`src/rtl/cpc_pkg.sv`:
```
package cpc_pkg;
    typedef enum logic [1:0] {
        ST_IDLE = 2'd0,
        ST_CUR  = 2'd1,
        ST_PWR  = 2'd2
    } cpc_state_e;
endpackage

```
`src/rtl/cpc_cur_unit.sv`:
```
module cpc_cur_unit #(
    parameter int SW = 12,
    parameter int CW = 15
) (
    input  logic signed [SW-1:0] shunt_i,
    input  logic        [CW-1:0] cal_i,
    output logic signed [SW-1:0] cur_o,
    output logic                 ovf_o
);
    localparam int PW = SW + CW + 1;

    logic signed [PW-1:0] a_ext;
    logic signed [PW-1:0] b_ext;
    logic signed [PW-1:0] prod;
    logic signed [PW-1:0] hi_lim;
    logic signed [PW-1:0] lo_lim;

    always_comb begin
        a_ext  = {{(PW-SW){shunt_i[SW-1]}}, shunt_i};
        b_ext  = {{(PW-CW){1'b0}}, cal_i};
        prod   = a_ext * b_ext;
        hi_lim = {{(PW-SW+1){1'b0}}, {(SW-1){1'b1}}};
        lo_lim = {{(PW-SW+1){1'b1}}, {(SW-1){1'b0}}};
        if (prod > hi_lim) begin
            cur_o = {1'b0, {(SW-1){1'b1}}};
            ovf_o = 1'b1;
        end else if (prod < lo_lim) begin
            cur_o = {1'b1, {(SW-1){1'b0}}};
            ovf_o = 1'b1;
        end else begin
            cur_o = prod[SW-1:0];
            ovf_o = 1'b0;
        end
    end
endmodule

```
`src/rtl/cpc_pwr_unit.sv`:
```
module cpc_pwr_unit #(
    parameter int SW    = 12,
    parameter int BW    = 11,
    parameter int PWR_W = 16
) (
    input  logic signed [SW-1:0]    cur_i,
    input  logic        [BW-1:0]    bus_i,
    output logic        [PWR_W-1:0] pwr_o,
    output logic                    ovf_o
);
    localparam int PRW = SW + BW + PWR_W;

    logic [SW-1:0]  mag;
    logic [PRW-1:0] prod;
    logic [PRW-1:0] lim;

    always_comb begin
        mag  = cur_i[SW-1] ? (~cur_i + 1'b1) : cur_i;
        prod = {{(PRW-SW){1'b0}}, mag} * {{(PRW-BW){1'b0}}, bus_i};
        lim  = {{(PRW-PWR_W){1'b0}}, {PWR_W{1'b1}}};
        if (prod > lim) begin
            pwr_o = {PWR_W{1'b1}};
            ovf_o = 1'b1;
        end else begin
            pwr_o = prod[PWR_W-1:0];
            ovf_o = 1'b0;
        end
    end
endmodule

```
`src/rtl/cpc_calc.sv`:
```
module cpc_calc #(
    parameter int SW    = 12,
    parameter int BW    = 11,
    parameter int CW    = 15,
    parameter int OUT_W = 16,
    parameter int PWR_W = 16
) (
    input  logic                 clk_i,
    input  logic                 rst_ni,
    input  logic                 start_i,
    input  logic signed [SW-1:0] shunt_i,
    input  logic        [BW-1:0] bus_i,
    input  logic        [CW-1:0] cal_i,
    output logic                 busy_o,
    output logic                 done_o,
    output logic [OUT_W-1:0]     cur_o,
    output logic [PWR_W-1:0]     pwr_o,
    output logic                 ovf_o
);
    import cpc_pkg::*;

    localparam int PAD = OUT_W - SW;

    typedef struct packed {
        cpc_state_e         st;
        logic signed [SW-1:0] shunt;
        logic [BW-1:0]      bus;
        logic [CW-1:0]      cal;
        logic signed [SW-1:0] cur_tmp;
        logic               cur_ovf;
        logic signed [SW-1:0] cur;
        logic [PWR_W-1:0]   pwr;
        logic               ovf;
        logic               done;
    } cpc_regs_t;

    cpc_regs_t r_d, r_q;

    logic signed [SW-1:0] cu_cur;
    logic                 cu_ovf;
    logic [PWR_W-1:0]     pu_pwr;
    logic                 pu_ovf;

    cpc_cur_unit #(.SW(SW), .CW(CW)) u_cur (
        .shunt_i (r_q.shunt),
        .cal_i   (r_q.cal),
        .cur_o   (cu_cur),
        .ovf_o   (cu_ovf)
    );

    cpc_pwr_unit #(.SW(SW), .BW(BW), .PWR_W(PWR_W)) u_pwr (
        .cur_i (r_q.cur_tmp),
        .bus_i (r_q.bus),
        .pwr_o (pu_pwr),
        .ovf_o (pu_ovf)
    );

    always_comb begin
        r_d      = r_q;
        r_d.done = 1'b0;
        unique case (r_q.st)
            ST_IDLE: begin
                if (start_i) begin
                    r_d.shunt = shunt_i;
                    r_d.bus   = bus_i;
                    r_d.cal   = cal_i;
                    r_d.st    = ST_CUR;
                end
            end
            ST_CUR: begin
                r_d.cur_tmp = cu_cur;
                r_d.cur_ovf = cu_ovf;
                r_d.st      = ST_PWR;
            end
            ST_PWR: begin
                r_d.cur  = r_q.cur_tmp;
                r_d.pwr  = pu_pwr;
                r_d.ovf  = r_q.cur_ovf | pu_ovf;
                r_d.done = 1'b1;
                r_d.st   = ST_IDLE;
            end
            default: r_d.st = ST_IDLE;
        endcase
    end

    always_ff @(posedge clk_i or negedge rst_ni) begin
        if (!rst_ni) begin
            r_q <= '{st: ST_IDLE, default: '0};
        end else begin
            r_q <= r_d;
        end
    end

    generate
        if (PAD > 0) begin : g_pad
            assign cur_o = {r_q.cur, {PAD{1'b0}}};
        end else begin : g_nopad
            assign cur_o = r_q.cur;
        end
    endgenerate

    assign busy_o = (r_q.st != ST_IDLE);
    assign done_o = r_q.done;
    assign pwr_o  = r_q.pwr;
    assign ovf_o  = r_q.ovf;
endmodule

```
`config.mk`:
```
export PLATFORM = sky130hd
export DESIGN_NAME = cpc_calc
export DESIGN_NICKNAME = d
export VERILOG_FILES = /design/src/rtl/cpc_pkg.sv /design/src/rtl/cpc_cur_unit.sv /design/src/rtl/cpc_pwr_unit.sv /design/src/rtl/cpc_calc.sv
export SDC_FILE = /design/constraint.sdc
export NUM_CORES = 1
export LEC_CHECK = 0
export BUFFER_PORTS_ARGS = -buffer_cell sky130_fd_sc_hd__buf_2
export CAP_MARGIN = 20
export CORE_AREA = 2 2 155 195
export CTS_CLUSTER_DIAMETER = 80
export DETAILED_ROUTE_END_ITERATION = 10
export DIE_AREA = 0 0 157 197
export GPL_TIMING_DRIVEN = 0
export MAX_ROUTING_LAYER = met4
export PLACE_DENSITY = 0.67
export SLEW_MARGIN = 10
export SYNTH_ARGS = -nofsm -noshare
export SYNTH_HDL_FRONTEND = slang
export SYNTH_SLANG_ARGS = --single-unit
```
`constraint.sdc`:
```
create_clock -name clk_i -period 9.8 [get_ports clk_i]
set_input_delay 0.98 -clock clk_i [delete_from_list [all_inputs] [get_ports clk_i]]
set_output_delay 0.98 -clock clk_i [all_outputs]
set_load 0.05 [all_outputs]
```
==> metrics, run 1 <==
#FFs+latches synth=83; I/O Buffers=between 70 and 80; First-pass DRT Iterations=5; first-pass GRT wire length=57.5 mm; number of H-tree levels=3; num rows=70; number of CTS-inserted buffers=9; Core Area=29,000 um^2; Filler Cells Inserted=2,650; GRT overflow=0; area leader, netlist=fa_1; CP startpoint kind=flip-flop; Crit path largest cell delay=560 ps; top cells by area, synth=fa_1, dfrtp_1, ha_1, inv_1, nand2_1; area grow syn2layout=8.49%; DRT Wirelength=34.5 mm; endpoints failing hold=0; vias in the first global route=11,600; synthesized cell area=14,400 um^2; most common cell in the netlist=inv_1; TritonCTS clock tree=yes; EDFF count, synth=0; layout net count=2,096; drt drc=0; Yosys cell types=68; sequential fraction of the synthesis area=14.4%; root buffer cell=clkbuf_16; Post-CTS Setup Inserts=0; CTS Sinks=83; total number of vias=11,000; routed len/inst=around 17 um; CP Data Arrival Time=8320 ps; setup violators final=0; Max-cap violations=0; vias per std cell=~5.3; outcome=finished, final reports clean; Slew @ Worst Pin=788 ps; top-area cell type share of the netlist area=30.6%; layout cells sized above 1=11.9%; CP max-delay cell=fa_1; gr usage total=24.5%; I/O pins=between 70 and 80; Hold-fix buffers, CTS=0; Final Cycle Share=a little over 80%; Period minus WS final=8100 ps; Clk pin slew, worst setup/hold paths=60 ps; FF-to-FF path depth=28; top_reg_cell synth=dfrtp_1; Buf+Inv Stages, Crit Path=7; average size of a mapped cell=8.98 um^2; CP required=10,020 ps; Hold Path Class=flip-flop to flip-flop; antenna viol nets, final=0; Vert. Die Dim=roughly 200 um; Initial Util=around half; Final Skew=13.6 ps; HPWL after DPL=29.5 mm; post-cts gate resize count=0; die width=157 um; Slew Viols, Final=0; ANT cells=0; gpl congestion=0.955; largest net degree at the start of global routing=56; synth warn=0; initial antenna violation count=0; clk_lat worst skew=370 ps; Post-synth top cells=inv_1, fa_1, nand2_1; Crit. End Element=flip-flop; RSZ-0062 raised after global routing=false; maximum fanout along the worst path=10; Fmax achieved=0.124 GHz; Crit path max-delay family=adder cells; First DRT Iteration DRCs=448; CP dominant cell by count=fa_1; relative slew slack=46.9%; Hold Path Depth=1; Max clock buf depth=2; Stages on worst setup path=28; Async S/R FF share, synth=100%; setup_tns=0 ps; die footprint=30,900 um^2; synthesized instance count=~1,600; Setup Crit Path Kind=flip-flop to flip-flop
==> logic make-up (layout without fill, tap and decap cells) <==
family                   after synthesis  in the layout  synth area share (%)
AO/OA/AOI/OAI                        174            174                  8.40
flip-flops                            83             83                  14.4
adder cells (fa/ha/maj)              364            364                  43.1
XOR/XNOR                              42             42                  2.56
other                                  1              4                0.0261
buffers and inverters                423            513                  12.0
AND/OR/NAND/NOR                      464            464                  15.4
multiplexers                          52             52                  4.05
==> worst reg2reg max path, delay by kind of cell (launching register included) <==
family / cells / cell delay [ps]
AO/OA/AOI/OAI: 6 / 1620
adder cells (fa/ha/maj): 6 / 2910
XOR/XNOR: 2 / 310
buffers and inverters: 7 / 1410
AND/OR/NAND/NOR: 7 / 1300
flip-flops: 1 / 440
==> placed cells by master, fill, tap and decap left out, types with 3 or more instances in the layout <==
cell type / count
inv_1: 318
fa_1: 220
nand2_1: 217
ha_1: 144
and2_1: 122
dfrtp_1: 83
buf_2: 76
clkbuf_1: 62
nor2_1: 59
mux2_2: 50
buf_4: 36
a21oi_1: 35
xnor2_1: 27
o21ai_0: 26
a31oi_1: 21
nand2b_1: 17
xor2_1: 15
a21o_1: 14
o211ai_1: 11
a21oi_2: 10
nand3_1: 10
clkbuf_16: 9
and3_1: 7
a211oi_1: 6
nand4_1: 6
nor3_1: 5
o21a_1: 5
o31ai_1: 4
o21bai_1: 4
and4_1: 4
conb_1: 4
or3_1: 3
nor2b_1: 3
o21ai_1: 3
o22ai_1: 3
o2111ai_1: 3
==> registers in the layout, summed over array words and instances, names as in the netlist <==
signal  cells
r_q        53
pwr_o      16
cur_o      12
done_o      1
ovf_o       1
==> worst paths after layout <==
check | startpoint | end | slack [ps]
setup reg to reg | r_q[34]$_DFFE_PN0P_ | pwr_o[15]$_DFFE_PN0P_ | 1700
hold reg to reg | cur_o[5]$_DFFE_PN0P_ | cur_o[5]$_DFFE_PN0P_ | 510
max in group asynchronous | rst_ni | r_q[80]$_DFFE_PN0P_ | 8630
hold / removal | cur_o[5]$_DFFE_PN0P_ | cur_o[5]$_DFFE_PN0P_ | 510
setup / recovery | r_q[34]$_DFFE_PN0P_ | pwr_o[15]$_DFFE_PN0P_ | 1700
min in group asynchronous | rst_ni | r_q[64]$_DFFE_PN0P_ | 560
==> layout make-up <==
cell class	count	area, um^2	area share, %
Buffer	104	529	3.39
Clock buffer	9	225	1.44
Clock inverter	7	83.8	0.537
Inverter	319	1200	7.67
Multi-Input combinational cell	1100	10600	67.9
Sequential cell	83	2080	13.3
Tap cell	396	495	3.17
Timing Repair Buffer	74	400	2.56
==> per-stage QoR <==
step           utilization, %  hold slack [ps]  setup slack, ps  std cells  cell area (um^2)
6_report                 53.8              508             1700       2092             15600
5_1_grt                  53.8              528             1340       2092             15600
2_1_floorplan               -              482             2600       1606             14400
3_5_place_dp             52.8              497             1680       2075             15300
4_1_cts                  53.8              511             1670       2091             15600
3_3_place_gp             52.6              501              819       2073             15300
==> layer usage <==
metal  track usage (%)  part of all wire [%]
met2              44.4                    54
met1              27.3                    38
met3              2.35                   3.3
met5                 -                     0
met4              10.7                   4.4
Power of run 1 is left out: the tool's default activity adds up to more than one toggle a clock period on the data nets, which glitch-free logic cannot reach.
==> inputs of run 2 (changes only) <==
Settings changed: ABC_AREA set to 1, CORE_AREA 2 2 155 195 to 2 2 158 199, DIE_AREA 0 0 157 197 to 0 0 160 201, PLACE_DENSITY 0.67 to 0.66.
Clock period 9.8 ns to 7.91 ns, I/O delays scaled along.
==> metrics, run 2 <==
Filler Cells Inserted=3,106; DRT Wirelength=36.9 mm; area leader, netlist=fa_1; Hold Path Class=input pin to async pin; maximum fanout along the worst path=10; layout cells sized above 1=slightly above 9%; Hold-fix buffers, CTS=0; uppermost layer routed=met4; average size of a mapped cell=7.41 um^2; sequential fraction of the synthesis area=13.9%; post-cts gate resize count=0; FF+latch area=2080 um^2; Async S/R FF share, synth=100%; HPWL after DPL=31.8 mm; most common cell in the netlist=nand2_1; setup_tns=0 ps; first-pass GRT wire length=63.4 mm; Clk pin slew, worst setup/hold paths=approximately 70 ps; Crit path largest cell delay=740 ps; Slew @ Worst Pin=939 ps; Final Cycle Share=92.5%; Post-CTS Setup Inserts=0; outcome=finished, final reports clean; Post-synth top cells=nand2_1, inv_1, fa_1; vias per std cell=roughly 4.9; Slew Viols, Final=0; antenna viol nets, final=0; root buffer cell=clkbuf_16; CP max-delay cell=xor2_1; synthesized instance count=between 2,000 and 2,500; number of CTS-inserted buffers=9; total number of vias=12,400; First-pass DRT Iterations=6; vias in the first global route=13,000; FF-to-FF path depth=30; routed len/inst=14.7 um; CP dominant cell by count=inv_1; Setup Crit Path Kind=flip-flop to flip-flop; most frequent cells in the layout=nand2_1, inv_1, fa_1; synth warn=0; RSZ-0062 raised after global routing=false; die width=approximately 160 um; max FFs per register=53; drt drc=0; relative slew slack=a little under two fifths; num rows=72; setup violators final=0; CP required=approximately 8200 ps; ANT cells=0; CP Data Arrival Time=between 7000 and 8000 ps; top-area cell type share of the netlist area=29.5%; GRT overflow=0; Vert. Die Dim=201 um; number of H-tree levels=3; top cells by area, synth=fa_1, nand2_1, dfrtp_1, ha_1, inv_1; gr usage total=25.6%; initial antenna violation count=0; synthesized cell area=14,900 um^2; die footprint=32,200 um^2; First DRT Iteration DRCs=688; met1 wire length=between 10 and 15 mm; I/O pins=76; commonest non-fill, non-tap cell in the layout=nand2_1; top_reg_cell synth=dfrtp_1; gpl congestion=roughly 0.94; endpoints failing hold=0; #FFs+latches synth=83; Crit. End Element=flip-flop; Core Area=just over 30,000 um^2; CTS Sinks=83; CP startpoint kind=flip-flop; Met2 Routed Length=19.8 mm; area grow syn2layout=8.24%; Max-cap violations=0; Fmax achieved=0.137 GHz; Initial Util=49.0%; clk_lat worst skew=360 ps; EDFF count, synth=0; layout net count=2,504; largest net degree at the start of global routing=52; TritonCTS clock tree=yes; Final Skew=10.6 ps; WL met3=1.69 mm; Yosys cell types=44; Period minus WS final=7310 ps; area occupied by multi-input gates=10,500 um^2; I/O Buffers=71; Most flops, register=r_q; Max clock buf depth=2
## run 2: cell types whose count changed in the layout (fill, tap and decap cells not counted), sizes merged, moves of 8 or more
cell	before	now
a211oi	8	0
a21o	14	2
a31oi	21	0
and2	122	1
inv	321	485
mux2	50	0
nand2	217	601
nand2b	17	0
nand3	10	60
nor2	59	137
o211ai	12	0
o21ai	30	48
or2	2	28
xnor2	27	4
## run 2: per-stage QoR
step	instances	cell area, um^2	utilization (%)	setup slack [ps]	hold slack, ps
final	2511	16200	53.0	596	391
after global routing	2511	16200	53.0	133	427
after CTS	2511	16200	53.0	647	403
after detailed placement	2495	15800	52.0	673	483
after global placement	2494	15800	51.9	764	475
after floorplan	2016	14900	-	1680	450
## run 2: final timing paths
check                                      from                    end  slack [ps]
setup reg to reg            r_q[31]$_DFFE_PN0P_  pwr_o[13]$_DFFE_PN0P_         600
setup / recovery            r_q[31]$_DFFE_PN0P_  pwr_o[13]$_DFFE_PN0P_         600
hold reg to reg            cur_o[5]$_DFFE_PN0P_   cur_o[5]$_DFFE_PN0P_         490
hold / removal                           rst_ni   cur_o[6]$_DFFE_PN0P_         390
min in group clk_i         cur_o[5]$_DFFE_PN0P_   cur_o[5]$_DFFE_PN0P_         490
max in group asynchronous                rst_ni    r_q[47]$_DFFE_PN0P_        6910
## run 2: kinds of logic after synthesis
kind of cell / Yosys count / synth area share (%)
and+or+nand+nor: 851 / 23.4
buffers and inverters: 587 / 15.8
adders and majority gates: 364 / 41.6
AOI/OAI and AO/OA: 104 / 3.83
DFF: 83 / 13.9
xor gates and xnor gates: 23 / 1.40
other: 1 / 0.0251
## run 2: cell type report
class	instances	area share, %
Buffer	97	3.21
Tap cell	407	3.15
Inverter	490	11.4
Clock inverter	7	0.612
Clock buffer	9	1.39
Multi-Input combinational cell	1346	65.0
Sequential cell	83	12.9
Timing Repair Buffer	72	2.39
## run 2: per-layer routing
layer,GRT usage [%],up-vias
li1,-,6001
met1,27.9,5922
met2,46.5,358
met3,2.85,115
met4,11.6,0
met5,-,-
## run 2: worst max-delay path: cells and delay by family (launching register included)
kind,cells,cell delay (ps)
flops,1,480
buf+inv,8,660
compound gates,3,550
xor+xnor,2,890
fa+ha+maj,7,3190
simple gates,10,1450
Power of run 2 is left out for the same reason.
==> inputs of run 3 (changes only) <==
Settings changed: CAP_MARGIN 20 to not set, CELL_PAD_IN_SITES_DETAIL_PLACEMENT set to 0, CELL_PAD_IN_SITES_GLOBAL_PLACEMENT set to 2, CORE_AREA 2 2 158 199 to 2 2 181 227, DIE_AREA 0 0 160 201 to 0 0 183 229, PLACE_DENSITY 0.66 to not set, PLACE_DENSITY_LB_ADDON set to 0.1.
==> metrics, run 3 (synthesis results as in run 2) <==
outcome=finished, final reports clean; Post-CTS Setup Inserts=0; Crit path largest cell delay=roughly 570 ps; Max clock buf depth=2; vias in the first global route=13,300; Setup WS post-layout=around 810 ps; antenna viol nets, final=0; number of CTS-inserted buffers=9; post-cts gate resize count=0; layout cells sized above 1=9.08%; worst reg2reg setup slack=about 810 ps; Final Cycle Share=89.8%; most frequent cells in the layout=nand2_1, inv_1, fa_1; initial antenna violation count=0; CP required=8170 ps; Hold Path Class=input pin to async pin; setup violators final=0; Initial Util=approximately 37%; DRT Wirelength=42.5 mm; Clk pin slew, worst setup/hold paths=70 ps; CP dominant cell by count=inv_1; root buffer cell=clkbuf_16; Max-cap violations=0; area grow syn2layout=9.07%; relative slew slack=a little over a third; endpoints failing hold=0; First DRT Iteration DRCs=484; total number of vias=about 12,000; Most flops, register=r_q; HPWL after DPL=36.8 mm; I/O Buffers=between 70 and 80; GRT overflow=0; gpl congestion=0.860; Crit path max-delay family=adder cells; I/O pins=76; die footprint=between 40,000 and 50,000 um^2; ANT cells=0; Slew Viols, Final=0; Setup WS pre-CTS=448 ps; CTS Sinks=83; layout net count=2,504; Filler Cells Inserted=4,320; Final Skew=13.6 ps; drt drc=0; Setup Crit Path Kind=flip-flop to flip-flop; number of H-tree levels=3; setup_tns=0 ps; FF+latch area=2080 um^2; Period minus WS final=around 7000 ps; Slew @ Worst Pin=945 ps; Hold-fix buffers, CTS=0; maximum fanout along the worst path=10; CP Data Arrival Time=7360 ps; area occupied by multi-input gates=roughly 11,000 um^2; num rows=82; first-pass GRT wire length=approximately 71 mm; Core Area=39,800 um^2; RSZ-0062 raised after global routing=false; Crit. End Element=flip-flop; routed len/inst=16.3 um; CP startpoint kind=flip-flop; commonest non-fill, non-tap cell in the layout=nand2_1; CP max-delay cell=fa_1; Fmax achieved=0.141 GHz; largest net degree at the start of global routing=54; vias per std cell=roughly 4.7; TritonCTS clock tree=yes; gr usage total=a little under a quarter; clk_lat worst skew=370 ps; die width=183 um; Buf+Inv Stages, Crit Path=8; max FFs per register=53; First-pass DRT Iterations=5; Vert. Die Dim=~230 um
[run 3: per-layer routing]
layer | routed length, um | GRT usage (%)
met5 | 0 | -
met4 | 1520 | 8.20
met3 | 858 | 1.67
met2 | 23800 | 43.0
met1 | 16300 | 24.1
[run 3: layout make-up]
type                       instances  share of cell area, %
buffer                            97                   3.19
sequential                        83                   12.8
tap                              504                   3.87
clock inverter                     5                  0.530
clock buffer                      11                   1.43
multi-input combinational       1346                   64.5
timing repair buffer              72                   2.37
inverter                         490                   11.3
[run 3: path summary, 6_finish.rpt]
path | end | cells after the start | start
worst max-delay path | pwr_o[15]$_DFFE_PN0P_ | 30 | r_q[31]$_DFFE_PN0P_
worst min-delay path | done_o$_DFF_PN0_ | 1 | rst_ni
worst max register to register | pwr_o[15]$_DFFE_PN0P_ | 30 | r_q[31]$_DFFE_PN0P_
worst min register to register | cur_o[10]$_DFFE_PN0P_ | 2 | cur_o[10]$_DFFE_PN0P_
max in group asynchronous | r_q[33]$_DFFE_PN0P_ | 2 | rst_ni
min in group clk_i | cur_o[10]$_DFFE_PN0P_ | 2 | cur_o[10]$_DFFE_PN0P_
[run 3: worst reg2reg max path, delay by kind of cell, from the launching register on]
family,cells,cell delay [ps]
flops,1,470
fa+ha+maj,7,3190
buf+inv,8,680
xor+xnor,2,600
compound gates,3,530
simple gates,10,1560
[run 3: metrics by stage]
stage               hold slack, ps  cell area (um^2)  std cells  utilization [%]
detailed placement             476             15900       2592             40.1
CTS                            378             16300       2608             40.9
floorplan                      450             14900       2016                -
global placement               474             15900       2591             40.0
global route                   397             16300       2608             40.9
finish                         379             16300       2608             40.9
Power of run 3 is left out for the same reason.
